===== src/rtl/rs_pkg.sv =====
package rs_pkg;

  // Rounded key*depth/dmax, computed with integers only: floor((2kd+dmax)/(2dmax))
  function automatic int rs_scaled_term(input int key, input int depth, input int dmax);
    return (2 * key * depth + dmax) / (2 * dmax);
  endfunction

endpackage


===== src/rtl/rs_key_index.sv =====
module rs_key_index #(
  parameter int PITCH_W    = 14,
  parameter int KEY_SHIFT  = 8,
  parameter int KEY_OFFSET = 16,
  parameter int KEY_MAX    = 27,
  parameter int KEY_W      = 5
) (
  input  logic [PITCH_W-1:0] pitch_i,
  output logic [KEY_W-1:0]   key_o
);
  localparam int HI_W = PITCH_W - KEY_SHIFT;

  logic [HI_W-1:0] hi;
  int              diff;

  assign hi   = pitch_i[PITCH_W-1:KEY_SHIFT];
  assign diff = int'(hi) - KEY_OFFSET;

  always_comb begin
    if (diff < 0)            key_o = '0;
    else if (diff > KEY_MAX) key_o = KEY_W'(KEY_MAX);
    else                     key_o = KEY_W'(diff);
  end

  // index never leaves the clamp window
  always_comb begin
    p_key_in_range_r1: assert (int'(key_o) <= KEY_MAX);
  end
endmodule


===== src/rtl/rs_term_rom.sv =====
module rs_term_rom
  import rs_pkg::*;
#(
  parameter int KEY_W    = 5,
  parameter int KEY_SPAN = 28,
  parameter int DEPTH_W  = 3,
  parameter int TERM_W   = 5
) (
  input  logic [KEY_W-1:0]   key_i,
  input  logic [DEPTH_W-1:0] depth_i,
  output logic [TERM_W-1:0]  term_o
);
  localparam int DEPTHS  = 1 << DEPTH_W;
  localparam int DMAX    = DEPTHS - 1;
  localparam int KEYS    = 1 << KEY_W;
  localparam int ENTRIES = KEYS * DEPTHS;

  logic [TERM_W-1:0] rom [ENTRIES];

  for (genvar k = 0; k < KEYS; k++) begin : g_key
    for (genvar d = 0; d < DEPTHS; d++) begin : g_depth
      localparam int KEFF = (k < KEY_SPAN) ? k : KEY_SPAN - 1;
      assign rom[k * DEPTHS + d] = TERM_W'(rs_scaled_term(KEFF, d, DMAX));
    end
  end

  assign term_o = rom[{key_i, depth_i}];

  // depth/dmax <= 1 so the term can never exceed the key index
  always_comb begin
    p_term_le_key_r2: assert (int'(term_o) <= int'(key_i));
  end
endmodule


===== src/rtl/rs_term_store.sv =====
module rs_term_store #(
  parameter int NUM_SLOTS = 96,
  parameter int SLOT_W    = 7,
  parameter int TERM_W    = 5
) (
  input  logic              clk,
  input  logic              rst_n,
  input  logic              wr_en_i,
  input  logic [SLOT_W-1:0] wr_slot_i,
  input  logic [TERM_W-1:0] wr_term_i,
  input  logic [SLOT_W-1:0] rd_slot_i,
  output logic [TERM_W-1:0] rd_term_o
);
  logic [TERM_W-1:0] term_q [NUM_SLOTS];
  logic [TERM_W-1:0] term_d [NUM_SLOTS];
  logic              wr_ok;

  assign wr_ok = wr_en_i && (int'(wr_slot_i) < NUM_SLOTS);

  always_comb begin
    term_d = term_q;
    if (wr_ok) term_d[wr_slot_i] = wr_term_i;
  end

  always_ff @(posedge clk or negedge rst_n) begin
    if (!rst_n) begin
      for (int s = 0; s < NUM_SLOTS; s++) term_q[s] <= '0;
    end else if (wr_ok) begin
      term_q <= term_d;
    end
  end

  // same-slot write bypasses the register
  always_comb begin
    if (wr_ok && (wr_slot_i == rd_slot_i))   rd_term_o = wr_term_i;
    else if (int'(rd_slot_i) < NUM_SLOTS)    rd_term_o = term_q[rd_slot_i];
    else                                     rd_term_o = '0;
  end

  // a slot holds its term unless it is the key-on target
  for (genvar s = 0; s < NUM_SLOTS; s++) begin : g_hold
    p_hold_r4: assert property (@(posedge clk) disable iff (!rst_n)
      !(wr_en_i && (wr_slot_i == SLOT_W'(s))) |=> $stable(term_q[s]));
  end
endmodule


===== src/rtl/env_rate_scaler.sv =====
module env_rate_scaler #(
  parameter int NUM_VOICES = 16,
  parameter int NUM_OPS    = 6,
  parameter int PITCH_W    = 14,
  parameter int KEY_SHIFT  = 8,
  parameter int KEY_OFFSET = 16,
  parameter int KEY_SPAN   = 28,
  parameter int DEPTH_W    = 3,
  parameter int RATE_W     = 6,
  localparam int NUM_SLOTS = NUM_VOICES * NUM_OPS,
  localparam int SLOT_W    = $clog2(NUM_SLOTS)
) (
  input  logic               clk,
  input  logic               rst_n,
  input  logic               kon_valid_i,
  input  logic [SLOT_W-1:0]  kon_slot_i,
  input  logic [PITCH_W-1:0] kon_pitch_i,
  input  logic [DEPTH_W-1:0] kon_depth_i,
  input  logic               qry_valid_i,
  input  logic [SLOT_W-1:0]  qry_slot_i,
  input  logic [RATE_W-1:0]  qry_base_i,
  output logic               rate_valid_o,
  output logic [RATE_W-1:0]  rate_o
);
  localparam int KEY_MAX  = KEY_SPAN - 1;
  localparam int KEY_W    = $clog2(KEY_SPAN);
  localparam int TERM_W   = KEY_W;
  localparam int RATE_MAX = (1 << RATE_W) - 1;

  // reset: asynchronous assert, synchronous release
  logic [1:0] rst_sync_q;
  logic       rst_int_n;

  always_ff @(posedge clk or negedge rst_n) begin
    if (!rst_n) rst_sync_q <= 2'b00;
    else        rst_sync_q <= {rst_sync_q[0], 1'b1};
  end
  assign rst_int_n = rst_sync_q[1];

  logic [KEY_W-1:0]  key;
  logic [TERM_W-1:0] new_term;
  logic [TERM_W-1:0] held_term;

  rs_key_index #(
    .PITCH_W(PITCH_W), .KEY_SHIFT(KEY_SHIFT), .KEY_OFFSET(KEY_OFFSET),
    .KEY_MAX(KEY_MAX), .KEY_W(KEY_W)
  ) u_key (
    .pitch_i(kon_pitch_i),
    .key_o  (key)
  );

  rs_term_rom #(
    .KEY_W(KEY_W), .KEY_SPAN(KEY_SPAN), .DEPTH_W(DEPTH_W), .TERM_W(TERM_W)
  ) u_rom (
    .key_i  (key),
    .depth_i(kon_depth_i),
    .term_o (new_term)
  );

  rs_term_store #(
    .NUM_SLOTS(NUM_SLOTS), .SLOT_W(SLOT_W), .TERM_W(TERM_W)
  ) u_store (
    .clk      (clk),
    .rst_n    (rst_int_n),
    .wr_en_i  (kon_valid_i),
    .wr_slot_i(kon_slot_i),
    .wr_term_i(new_term),
    .rd_slot_i(qry_slot_i),
    .rd_term_o(held_term)
  );

  // saturating add, next-state
  logic [RATE_W:0]   sum;
  logic [RATE_W-1:0] rate_d;
  logic              rate_q;
  logic [RATE_W-1:0] rate_val_q;

  assign sum    = {1'b0, qry_base_i} + (RATE_W + 1)'(held_term);
  assign rate_d = (int'(sum) > RATE_MAX) ? RATE_W'(RATE_MAX) : sum[RATE_W-1:0];

  always_ff @(posedge clk or negedge rst_int_n) begin
    if (!rst_int_n) rate_q <= 1'b0;
    else            rate_q <= qry_valid_i;
  end

  always_ff @(posedge clk or negedge rst_int_n) begin
    if (!rst_int_n)       rate_val_q <= '0;
    else if (qry_valid_i) rate_val_q <= rate_d;
  end

  assign rate_valid_o = rate_q;
  assign rate_o       = rate_val_q;

  // scaling never lowers a rate
  p_no_drop_r3: assert property (@(posedge clk) disable iff (!rst_int_n)
    rate_valid_o |-> (rate_o >= $past(qry_base_i)));

  // zero depth on a bypassed key-on returns the base unchanged
  p_zero_depth_r5: assert property (@(posedge clk) disable iff (!rst_int_n)
    (qry_valid_i && kon_valid_i && (kon_slot_i == qry_slot_i) && (kon_depth_i == '0))
    |=> (rate_o == $past(qry_base_i)));

  // valid output follows only a query
  p_valid_follows_r3: assert property (@(posedge clk) disable iff (!rst_int_n)
    !qry_valid_i |=> !rate_valid_o);
endmodule


===== config.mk =====
export PLATFORM = sky130hd
export DESIGN_NAME = env_rate_scaler
export DESIGN_NICKNAME = d
export VERILOG_FILES = /design/src/rtl/rs_pkg.sv /design/src/rtl/rs_key_index.sv /design/src/rtl/rs_term_rom.sv /design/src/rtl/rs_term_store.sv /design/src/rtl/env_rate_scaler.sv
export SDC_FILE = /design/constraint.sdc
export NUM_CORES = 1
export LEC_CHECK = 0
export ABC_AREA = 1
export BUFFER_PORTS_ARGS = -buffer_cell sky130_fd_sc_hd__buf_2
export CORE_MARGIN = 2
export CORE_UTILIZATION = 59
export CTS_BUF_LIST = sky130_fd_sc_hd__clkbuf_4
export CTS_CLUSTER_SIZE = 10
export DETAILED_ROUTE_END_ITERATION = 12
export PLACE_DENSITY_LB_ADDON = 0.15
export SYNTH_ARGS = -nofsm -noshare
export SYNTH_HDL_FRONTEND = slang
export SYNTH_SLANG_ARGS = --single-unit

===== constraint.sdc =====
create_clock -name clk -period 15.2 [get_ports clk]
set_input_delay 4.56 -clock clk [delete_from_list [all_inputs] [get_ports clk]]
set_output_delay 4.56 -clock clk [all_outputs]
set_load 0.03 [all_outputs]

==> metrics.yaml <==
status: "completed"
p_int_mw: 2.165
gp_congestion: 0.9855
rows: 74
numCtsBuffers: 133
worstPathCellList: "buf_4 -> inv_4 -> buf_4 -> nand3_1 -> nand2_1 -> a21oi_1 -> o31ai_1 -> nand3_1 -> nand3_1 -> nand2_1 -> a21oi_1 -> a21oi_1 -> ha_1 -> fa_1 -> a21oi_1 -> nor2_1 -> nor2_1 -> nor2_1 -> o21ai_0 -> nand3b_1 -> o21ai_0 -> inv_1"
worst-setup-path-type: "in -> reg"
hold_class: "reg -> async"
core-area_um2: 40830
maxSlewViolCount: 0
yosysWarningCount: 0
synth_area_um2: 24360
p_clk_share_pct: 37.1
cts_resized: 0
clk_path_buf_depth: 3
path_clk_slew_ns: 0.06
setup-tns-final_ns: 0
wl_um: 68880
ioPinCount: 48
cpLargestDelayFamily: "buffers and inverters"
drive_above_1_share_pct: 11.20
synth-edff-count: 0
port_buffers: 39
crit_buf_inv: 4
hold_ws_ns: 0.3029
fillers: 3602
p_leak_nw: 12.34
grt_pass1_wl_um: 111600
fmax_mhz: 113.6
placed_cell_area_um2: 24670
synth_nets: 3180
combPwrFrac_pct: 15.7
crit_required_ns: 15.95
drc: 0
hold_viol: 0
detail_route.wl_per_cell_um: 18.23
ir_drop_v: 0.00007491
die_w_um: 207.2
postCtsSetupRepairBufs: 0
die_area_um2: 42940
max_stage_delay_ns: 0.72
grt_pass1_vias: 21350
cts.sink_count: 489
syn-instance-count: 3125
min_period_ns: 8.800
clkLatencyLatePin_ns: 0.90
antenna_found_initial: 6
fin_area_um2: 26310
drtPass1Iterations: 6
power_density_nw_per_um2: 118.7
start_kind: "input pin"
initial_core_util_pct: 59.67
tightest_slew_ns: 1.206
maxCapViolCount: 0
cts_tree: "built"
final_core_util_pct: 64.43
grtUsageTotal_pct: 32.22
cts_max_level: 4
via_count: 22210
grt_max_degree: 113
ys_seq_area_share_pct: 50.22
routed_via_density: 5.879
hpwl_um: 41460
rsz0062_at_grt: "no"
synth-seq-cells: 489
synth-main-ff-cell: "dfrtp_1"
crit_fanout: 66
power.share.sequential_pct: 47.2
detail_route.iter0.violations: 2422
switching_share_pct: 30.67
ant_nets: 0
avgSynthCellArea_um2: 7.797
cpMostUsedCell: "a21oi_1"
critPathArrivalTime_ns: 9.55
setup_violations: 0
synthToLayoutAreaGrowth_pct: 7.970
cp-end-kind: "flip-flop"
netlist-cell-type-count: 40
min_period_over_period_pct: 57.90
power_switching_mw: 0.9578
maxSlewHeadroom_pct: 19.08
overflow: 0
skew_ns: 0.04892
slowest_stage: "buf_4"
die_h_um: 207.2
cts_hold_buffers: 0
root_buffer: "clkbuf_4"
synthArstFlopShare_pct: 100.0
fin_nets: 3209
==> synth_stat cells (3+ instances only) <==
master    number  area share (%)
nand3b_1       5            0.15
clkbuf_1      99             1.5
inv_2          6           0.092
buf_1         20            0.31
mux2_2        34             1.6
nand3_1      300             6.2
o21ai_0      413             8.5
buf_6         10            0.46
or2_2          3           0.077
o211ai_1      34             1.0
nand2_1      966              15
o21ai_1       93             1.9
o21ai_2       33             1.2
a31oi_1        5            0.13
buf_2         27            0.55
xor2_1         6            0.22
nor2_1       245             3.8
clkinv_1       3           0.046
nor3_1         9            0.18
o221ai_1       9            0.32
ha_1          13            0.67
inv_1        159             2.4
buf_4         14            0.43
a21oi_1       91             1.9
o31ai_1       20            0.62
nand2_2        3           0.077
dfrtp_1      489              50
==> stage by stage <==
step / power (mW) / worst slack [ns] / cells
2_1_floorplan: 1.848 / 0.5614 / 3125
3_3_place_gp: 1.959 / 5.817 / 3551
3_5_place_dp: 1.978 / 5.661 / 3551
4_1_cts: 3.137 / 6.571 / 3772
5_1_grt: 3.286 / 6.000 / 3776
6_report: 3.123 / 6.400 / 3778
==> placed cells by master (no fill, tap or decap), types with 33 or more instances in the layout <==
cell and instances:
clkbuf_4 195, nand3_1 300, buf_2 37, o21ai_1 93
a21oi_1 91, o21ai_2 33, nor2_1 245, inv_1 158
o211ai_1 34, mux2_2 34, o21ai_0 413, dfrtp_1 488
nand2_1 965
==> layout make-up <==
class / count / area [um^2] / area share [%]
diodes: 6 / 15.01 / 0.05707
clock buffers: 195 / 1464 / 5.565
clock inverters: 26 / 156.4 / 0.5945
inverters: 168 / 638.1 / 2.426
multi-input cells: 2297 / 10730 / 40.78
flip-flops and latches: 489 / 12240 / 46.53
well taps: 532 / 665.6 / 2.530
repair buffers: 65 / 399.1 / 1.517
==> sequential cells by signal, summed over array words and instances (netlist names) <==
name	cells
rate_o	6
rate_valid_o	1
rst_sync_q	2
u_store.term_q	480
==> path summary, 6_finish.rpt <==
path                                          from                   to  slack (ns)  cells after the start
worst max-delay path                 qry_slot_i[1]            rate_o[1]        6.40                     22
worst min-delay path                 rst_sync_q[1]  u_store.term_q[309]        0.30                      0
worst max register to register  u_store.term_q[45]            rate_o[1]       11.42                     20
worst min register to register       rst_sync_q[1]  u_store.term_q[309]        0.30                      0
max in group asynchronous                    rst_n        rst_sync_q[1]       11.63                      1
min in group clk                     rst_sync_q[0]        rst_sync_q[1]        0.36                      0
==> layer usage <==
metal	vias to the layer above	track usage [%]	part of all wire, %
li1	10450	-	-
met1	10610	44.13	43
met2	970	49.72	46
met3	173	7.020	8.2
met4	4	14.19	3.5
met5	-	0	0.025
==> power by group through the flow <==
| stage | Clock [mW] | Combinational, mW | Sequential, mW |
|---|---|---|---|
| finish | 1.16 | 0.490 | 1.47 |
| global route | 1.25 | 0.547 | 1.49 |
| CTS | 1.18 | 0.485 | 1.47 |
| detailed placement | 0 | 0.483 | 1.50 |
| global placement | 0 | 0.469 | 1.49 |
| floorplan | 0 | 0.341 | 1.51 |
==> cell families (layout without fill, tap and decap cells) <==
group	count (synthesis)	after routing	share of synthesized area [%]
XOR/XNOR	8	8	0.2876
buffers and inverters	339	454	5.890
AO/OA/AOI/OAI	700	700	15.64
other	1	7	0.01539
multiplexers	34	34	1.571
AND/OR/NAND/NOR	1540	1540	25.63
adder cells (fa/ha/maj)	14	14	0.7498
flip-flops	489	489	50.22
No activity file was read; power rests on OpenSTA's default activity.
